$ cat src/rtl/lsl_pkg.sv
package lsl_pkg;
  typedef enum logic [1:0] {
    PH_IDLE = 2'd0,
    PH_CODE = 2'd1,
    PH_ID   = 2'd2,
    PH_OPEN = 2'd3
  } phase_t;
endpackage

$ cat src/rtl/lsl_strobe.sv
// Turns host strobe falls (qualified by chip enable) into single-clock cycle-end pulses.
module lsl_strobe (
  input  logic clk,
  input  logic rst_n,
  input  logic bus_ce,
  input  logic bus_we,
  input  logic bus_rd,
  input  logic bus_din,
  output logic wr_end,
  output logic rd_end,
  output logic bit_cap
);
  logic we_q, rd_q, din_q;

  always_ff @(posedge clk) begin
    if (!rst_n) begin
      we_q  <= 1'b0;
      rd_q  <= 1'b0;
      din_q <= 1'b0;
    end else begin
      we_q  <= bus_we;
      rd_q  <= bus_rd;
      din_q <= bus_din;
    end
  end

  assign wr_end  = bus_ce & we_q & ~bus_we;
  assign rd_end  = bus_ce & rd_q & ~bus_rd;
  assign bit_cap = din_q;
endmodule

$ cat src/rtl/lsl_rst_qual.sv
// Measures the low time of the reset line; flags a long enough pulse on its release.
module lsl_rst_qual #(
  parameter int RST_MIN_CYC = 20
) (
  input  logic clk,
  input  logic rst_n,
  output logic arm
);
  localparam int CW = $clog2(RST_MIN_CYC + 1);
  localparam logic [CW-1:0] LIM = CW'(RST_MIN_CYC);

  logic [CW-1:0] low_cnt = '0;
  logic          rst_q   = 1'b0;

  always_ff @(posedge clk) begin
    rst_q <= rst_n;
    if (rst_n)
      low_cnt <= '0;
    else if (low_cnt != LIM)
      low_cnt <= low_cnt + 1'b1;
  end

  assign arm = rst_n & ~rst_q & (low_cnt == LIM);
endmodule

$ cat src/rtl/lsl_code_sr.sv
// Holds the write-only code bits and predicts the compare result of the pending shift.
module lsl_code_sr #(
  parameter int W = 64,
  parameter logic [W-1:0] SECRET = '0
) (
  input  logic clk,
  input  logic rst_n,
  input  logic shift_en,
  input  logic bit_in,
  output logic match_next
);
  logic [W-1:0] sr;
  logic [W-1:0] cand;

  assign cand = {bit_in, sr[W-1:1]};

  always_ff @(posedge clk) begin
    if (!rst_n)
      sr <= '0;
    else if (shift_en)
      sr <= cand;
  end

  assign match_next = (cand == SECRET);
endmodule

$ cat src/rtl/serial_lock_gate.sv
module serial_lock_gate #(
  parameter int CODE_BITS = 64,
  parameter logic [CODE_BITS-1:0] SECRET  = 64'hA5C3_0F1E_7B29_D486,
  parameter logic [CODE_BITS-1:0] ID_WORD = 64'h3C5A_96E1_0FF0_1234,
  parameter int RST_MIN_CYC = 20
) (
  input  logic clk,
  input  logic rst_n,
  input  logic pwr_fail,
  input  logic bus_ce,
  input  logic bus_we,
  input  logic bus_rd,
  input  logic bus_din,
  output logic bus_q,
  output logic bus_q_oe,
  input  logic mem_q,
  output logic mem_ce,
  output logic mem_we
);
  import lsl_pkg::*;

  localparam int IDX_W = $clog2(CODE_BITS);
  localparam logic [IDX_W-1:0] LAST = IDX_W'(CODE_BITS - 1);

  logic wr_end, rd_end, bit_cap, arm, match_next, shift_en;
  phase_t phase;
  logic [IDX_W-1:0] idx;

  lsl_strobe u_strobe (
    .clk(clk), .rst_n(rst_n), .bus_ce(bus_ce), .bus_we(bus_we), .bus_rd(bus_rd),
    .bus_din(bus_din), .wr_end(wr_end), .rd_end(rd_end), .bit_cap(bit_cap)
  );

  lsl_rst_qual #(.RST_MIN_CYC(RST_MIN_CYC)) u_rstq (
    .clk(clk), .rst_n(rst_n), .arm(arm)
  );

  assign shift_en = (phase == PH_CODE) & wr_end & ~rd_end & ~pwr_fail;

  lsl_code_sr #(.W(CODE_BITS), .SECRET(SECRET)) u_code (
    .clk(clk), .rst_n(rst_n), .shift_en(shift_en), .bit_in(bit_cap),
    .match_next(match_next)
  );

  // phase sequencer: read wins in code phase, write wins in id phase
  always_ff @(posedge clk) begin
    if (!rst_n || pwr_fail) begin
      phase <= PH_IDLE;
      idx   <= '0;
    end else begin
      unique case (phase)
        PH_IDLE: begin
          if (arm || rd_end) begin
            phase <= PH_CODE;
            idx   <= '0;
          end
        end
        PH_CODE: begin
          if (rd_end) begin
            phase <= PH_IDLE;
            idx   <= '0;
          end else if (wr_end) begin
            if (idx == LAST) begin
              phase <= match_next ? PH_ID : PH_IDLE;
              idx   <= '0;
            end else begin
              idx <= idx + 1'b1;
            end
          end
        end
        PH_ID: begin
          if (wr_end) begin
            phase <= PH_IDLE;
            idx   <= '0;
          end else if (rd_end) begin
            if (idx == LAST) begin
              phase <= PH_OPEN;
              idx   <= '0;
            end else begin
              idx <= idx + 1'b1;
            end
          end
        end
        default: phase <= PH_OPEN;
      endcase
    end
  end

  logic is_open;
  assign is_open  = (phase == PH_OPEN);
  assign mem_ce   = bus_ce & is_open;
  assign mem_we   = bus_ce & bus_we & is_open;
  assign bus_q_oe = bus_ce & bus_rd & (is_open | (phase == PH_ID));
  assign bus_q    = is_open ? mem_q : ID_WORD[idx];

  a_r3_locked_blocks: assert property (@(posedge clk) disable iff (!rst_n)
    (phase != PH_OPEN) |-> (!mem_ce && !mem_we));

  a_r5_read_aborts_code: assert property (@(posedge clk) disable iff (!rst_n)
    (phase == PH_CODE && rd_end) |=> (phase == PH_IDLE));

  a_r6_mismatch_idles: assert property (@(posedge clk) disable iff (!rst_n)
    (phase == PH_CODE && wr_end && !rd_end && idx == LAST && !match_next) |=> (phase == PH_IDLE));

  a_r8_write_aborts_id: assert property (@(posedge clk) disable iff (!rst_n)
    (phase == PH_ID && wr_end) |=> (phase == PH_IDLE));

  a_r9_open_holds: assert property (@(posedge clk) disable iff (!rst_n)
    (phase == PH_OPEN && !pwr_fail) |=> (phase == PH_OPEN));

  a_r10_pwr_relocks: assert property (@(posedge clk) disable iff (!rst_n)
    pwr_fail |=> (phase == PH_IDLE));
endmodule

$ cat config.mk
export PLATFORM = sky130hd
export DESIGN_NAME = serial_lock_gate
export DESIGN_NICKNAME = d
export VERILOG_FILES = /design/src/rtl/lsl_pkg.sv /design/src/rtl/lsl_strobe.sv /design/src/rtl/lsl_rst_qual.sv /design/src/rtl/lsl_code_sr.sv /design/src/rtl/serial_lock_gate.sv
export SDC_FILE = /design/constraint.sdc
export NUM_CORES = 1
export LEC_CHECK = 0
export ABC_AREA = 1
export BUFFER_PORTS_ARGS = -buffer_cell sky130_fd_sc_hd__buf_2
export CORE_ASPECT_RATIO = 1.4
export CORE_MARGIN = 5
export CORE_UTILIZATION = 45
export CTS_CLUSTER_DIAMETER = 50
export CTS_CLUSTER_SIZE = 12
export DETAILED_ROUTE_END_ITERATION = 10
export PLACE_DENSITY_LB_ADDON = 0.15
export SKIP_CTS_REPAIR_TIMING = 1
export SYNTH_ARGS = -nofsm -noshare
export SYNTH_HDL_FRONTEND = slang
export SYNTH_SLANG_ARGS = --single-unit
$ cat constraint.sdc
create_clock -name clk -period 3.4 [get_ports clk]
set_clock_uncertainty 0.1 [all_clocks]
set_input_delay 0.17 -clock clk [delete_from_list [all_inputs] [get_ports clk]]
set_output_delay 0.17 -clock clk [all_outputs]
set_load 0.01 [all_outputs]
* Word level (Yosys, flattened, before mapping) *
Memories as Yosys holds them, arrays and structs flattened. A register that Yosys moved wholly into a read port is not among the register bits.
Cells that the tools add are included.

word-level totals
  flip-flop bits (word level) = 81
  bits in latches = 0
  bits in writable memories = 0
  bits in read-only memories = 64
  input bits = 8
  output and inout bits = 4
  memories kept = 1

memory list
  name              words  width  read ports  clocked after memory_dff  wr ports  RTL line                source
  (name not given)  64     1      1           1                         0         serial_lock_gate.sv:94  assign bus_q = is_open ? mem_q : ID_WORD[idx];

cells by class
  $add $sub $neg = 2
  multiply operators = 0
  divide/modulo/power cells = 0
  order comparisons = 1
  equality and inequality tests = 12
  shift operators = 0
  mux-type cells = 20
  bitwise gates (word level) = 20
  reductions and logical operators = 7

operators by type and width
  operator                                                               number
  64-bit equality test, second input constant                            1
  6-bit 2-to-1 mux                                                       8
  6-bit case mux with 3 select lines                                     1
  2-bit 2-to-1 mux                                                       8
  1-bit AND                                                              14
  3-bit != test, second input constant                                   3
  6-bit by 7-bit < comparator with 1-bit output, second input constant   1
  6-bit by 1-bit adder with 6-bit output, second input constant          1
  6-bit equality test, second input constant                             1
  2-bit case mux with 3 select lines                                     1
  5-bit by 1-bit adder with 5-bit output, second input constant          1
  5-bit equality test, second input constant                             1
  5-bit != test, second input constant                                   1
  1-bit inverter                                                         5
  5-bit AND reduction                                                    1
  2-bit equality test, second input constant                             2
  4-bit AND reduction                                                    1
  3-bit by 2-bit != test with 1-bit output, second input constant        1
  3-bit nonzero test                                                     1
  2-bit by 1-bit equality test with 1-bit output, second input constant  1
  2-bit zero test                                                        1
  1-bit logical OR                                                       2
  1-bit 2-to-1 mux                                                       2
  2-bit != test, second input constant                                   1
  2 further kinds                                                        2

* Logic depth before layout (Yosys ltp) *
  word-level depth = 8
  depth in mapped cells = 19
  mapped depth without buffers = 19

* Modules after synthesis *
Synthesis repeated with hierarchy kept, for this count alone.

unflattened totals
  cells, all modules = 523
  area, all modules = 3862.5 um^2

modules (own cells, without submodules)
  module            instances  cells an instance  area an instance (um^2)  seq. area each (um^2)
  lsl_code_sr       1          321                2529.9                   1261.2
  serial_lock_gate  1          144                917.1                    180.2
  lsl_rst_qual      1          45                 312.8                    120.1
  lsl_strobe        1          13                 102.6                    60.1

* Worst setup path before layout *
No wires, ideal clock.

  path type = register to register
  from = register phase[0]
  to = register (tool-made name)
  arrival time = 2.023 ns
  slack = 1.164 ns
  cell stages (with the launch flop) = 17
  buffers on the path = 0
  cells stage by stage = dfxtp_1 -> inv_1 -> ha_1 -> or2_1 -> nand3_2 -> nand3_4 -> nand2_1 -> nand2_1 -> nor2_4 -> inv_1 -> ha_1 -> inv_1 -> nand3_1 -> nand3_1 -> nand3_1 -> nand3_1 -> nand2_1

RTL lines
  item                    RTL line                source
  start, declared         serial_lock_gate.sv:26  phase_t phase;
  start signal, assigned  serial_lock_gate.sv:64  phase <= match_next ? PH_ID : PH_IDLE;

==> out/results.ini <==
[power_and_ir_drop]
ir_worst_vdd_mv = 0.263
power_density_nw_per_um2 = 437
power_frac_comb = 0.063
p_sw_w = 0.000399
p_leak_nw = 1.67
p_int_w = 0.00130
pwr-share-clk = 0.367
p_sw_frac = 0.235
pwr-share-seq = 0.570

[global_routing]
use_met2 = 0.264
grt.busiest_layer = met2
use_met3 = 0.0351
grt_pass1_vias = 2760
grt_start_max_net_pins = 71
gr-total-overflow = 0
grt_use_met1 = 0.165
grt_pass1_wl_mm = 11.8
grt_usage = 0.150
antenna_found_initial = 0

[yosys]
synth_common_cells = 85 x nor2_1, 81 x dfxtp_1, 67 x o21ai_0
synth.avg_cell_area_um2 = 7.47
netlist_area_um2 = 3550
ys_ff_latch = 81
synth_async_sr_flop_share = 0
synth-main-ff-cell = dfxtp_1
synthXorXnorAreaFrac = 0.00493
synth_nets = 494
synth.most_common_cell = nor2_1
synth_top_area_cell = dfxtp_1
synth_top_family_by_area = simple AND/OR/NAND/NOR gates
synth-edff-count = 0
synth.mux.area_fraction = 0
seq_area_frac_synth = 0.456
synth-warning-count = 0
yosys.area_share.adder = 0.0352
synth-simple-area-share = 0.269
synth_top_area_share = 0.456
synthCells = 476
ys_types = 27
synthTopCellsByArea = dfxtp_1 46%, o21ai_0 9.4%, nor2_1 9.0%
synth_compound_area_frac = 0.154

[clocking]
clk_pin_slew_ns = 0.07
cts.sinks = 81
cts_buffer_depth = 2
ctsHtreeMaxLevel = 3
clockRootBuffer = clkbuf_8
numCtsBuffers = 9
clkLatencyLatePin_ns = 0.35
cts_tree = yes

[layout]
antenna_cells = 0
fill_cells = 771
area_delta_synth_final_pct = 9.12
regArea_um2 = 1620
nNetsFinal = 501
multiInputGateArea_um2 = 1650
drive_gt1_frac = 0.113

[detailed_routing]
routed_wl_mm = 6.78
drcViolationCount = 0
drtAntennaViolNets = 0
vias = 2944
first_pass_iters = 4
vias_per_cell = 5.01
routedWlPerCell_um = 11.5
first_iter_violations = 143

[timing]
worst_pin_slew_ns = 0.855
rsz0062_at_grt = false
drv_slew = 0
setup_violations = 0
maxClockFrequency_mhz = 405
hold_violations = 0
fin_crit_sh = 0.725
post-route-min-period_ns = 2.47
fin_tns_setup_ns = 0
worst_slew_margin_rel = 0.429
final.setup.worst_slack_ns = 0.934

[worst_setup_path]
start_kind = flop
cp_slowest_stage_delay_ns = 0.40
crit_top_cell = nand3_1
cpMaxStageDelayCell = dfxtp_1
arrival_ns = 2.61
worstPathCellList = inv_1 -> ha_1 -> or2_1 -> nand3_2 -> nand3_4 -> nand2_1 -> nand2_1 -> nor2_4 -> inv_1 -> ha_1 -> inv_1 -> nand3_1 -> nand3_1 -> nand3_1 -> nand3_1 -> nand2_1
cp_top_family = simple AND/OR/NAND/NOR gates
worstSetupEndpointType = flop
cp_max_fo = 8
worst-path-buf-inv = 3
worstPathRequired_ns = 3.54
path_class = reg -> reg

[die]
start_util = 0.459
die_area_um2 = 9800
core.rowCount = 38
ios = 12
die_w_um = 85.1
core_area_um2 = 7750
die_y_um = 115

[placed_design]
hpwl_mm = 4.41
portBuffers = 11
post-place-ws_ns = 0.945
gp_congestion = 0.755

[status]
status = completed

[job]
maxCapViolations = 0

[min_path]
hold_class = in -> reg

## state kept, by name, summed over array words and instances, names as in the netlist, named ones only
signal,count
idx,6
phase,2
u_code.sr,63
u_rstq.low_cnt,5
u_rstq.rst_q,1
u_strobe.bit_cap,1
u_strobe.rd_q,1
u_strobe.we_q,1
## placed cells by master (no fill, tap or decap), types with 3 or more instances in the layout
master          n
o21ai_0        67
clkinv_2        3
inv_1          49
buf_2          11
nor2_1         85
a21oi_1        38
nor2_4          5
nor2_2          3
nand2_1        52
clkbuf_8       11
nand3_1        17
dfxtp_1        81
nand2_2         8
nand3_2         3
nor4_1          9
nor3_1          3
buf_4           3
nand4_1        10
inv_2           4
ha_1           10
dlygate4sd3_1   3
## per-layer routing
metal  vias up  part of all wire
met5         -                 0
met1      1329              0.46
met3        11             0.027
met2        38              0.49
li1       1566                 -
met4         0             0.024
## final timing paths
| kind | from | endpoint | cells after the start | slack [ns] |
|---|---|---|---|---|
| min | rst_n | u_code.sr[7] | 3 | 0.03 |
| max | phase[1] | flop | 16 | 0.93 |
| min reg2reg | u_strobe.bit_cap | u_code.sr[63] | 2 | 0.36 |
| max reg2reg | phase[1] | flop | 16 | 0.93 |
## final cells by class
cell class	count	share of cell area
Clock inverter	3	0.00387
Tap cell	100	0.0323
Timing Repair Buffer	17	0.0278
Multi-Input combinational cell	321	0.426
Inverter	53	0.0513
Sequential cell	81	0.418
Clock buffer	13	0.0410
## kinds of logic after synthesis
kind of cell               Yosys count
buffers and inverters               74
adders and majority gates           10
AOI/OAI and AO/OA                  108
xor gates and xnor gates             2
and+or+nand+nor                    201
DFF                                 81
## stage by stage
stage                     cell area [um2]  hold WS, ns  total power, W  instances   util
after detailed placement             3670        0.263         0.00109        569  0.474
after global placement               3670        0.262         0.00109        569  0.474
after floorplan                      3550       0.0977         0.00107        476      -
final                                3880       0.0296         0.00170        588  0.500
after global routing                 3880       0.0446         0.00179        588  0.500
after CTS                            3850       -0.113         0.00173        585  0.496
## worst min-delay path, delay by kind of cell
family          cells  cell delay [ns]
compound gates      1             0.10
buf+inv             2             0.17
## power by group through the flow
stage	logic, W	clock network, W	registers [W]
finish	0.000107	0.000623	0.000966
global route	0.000123	0.000697	0.000968
CTS	0.000105	0.000655	0.000966
detailed placement	0.000105	0	0.000988
global placement	0.000103	0	0.000988
floorplan	0.0000809	0	0.000986
Power figures use the tool's default switching activity.
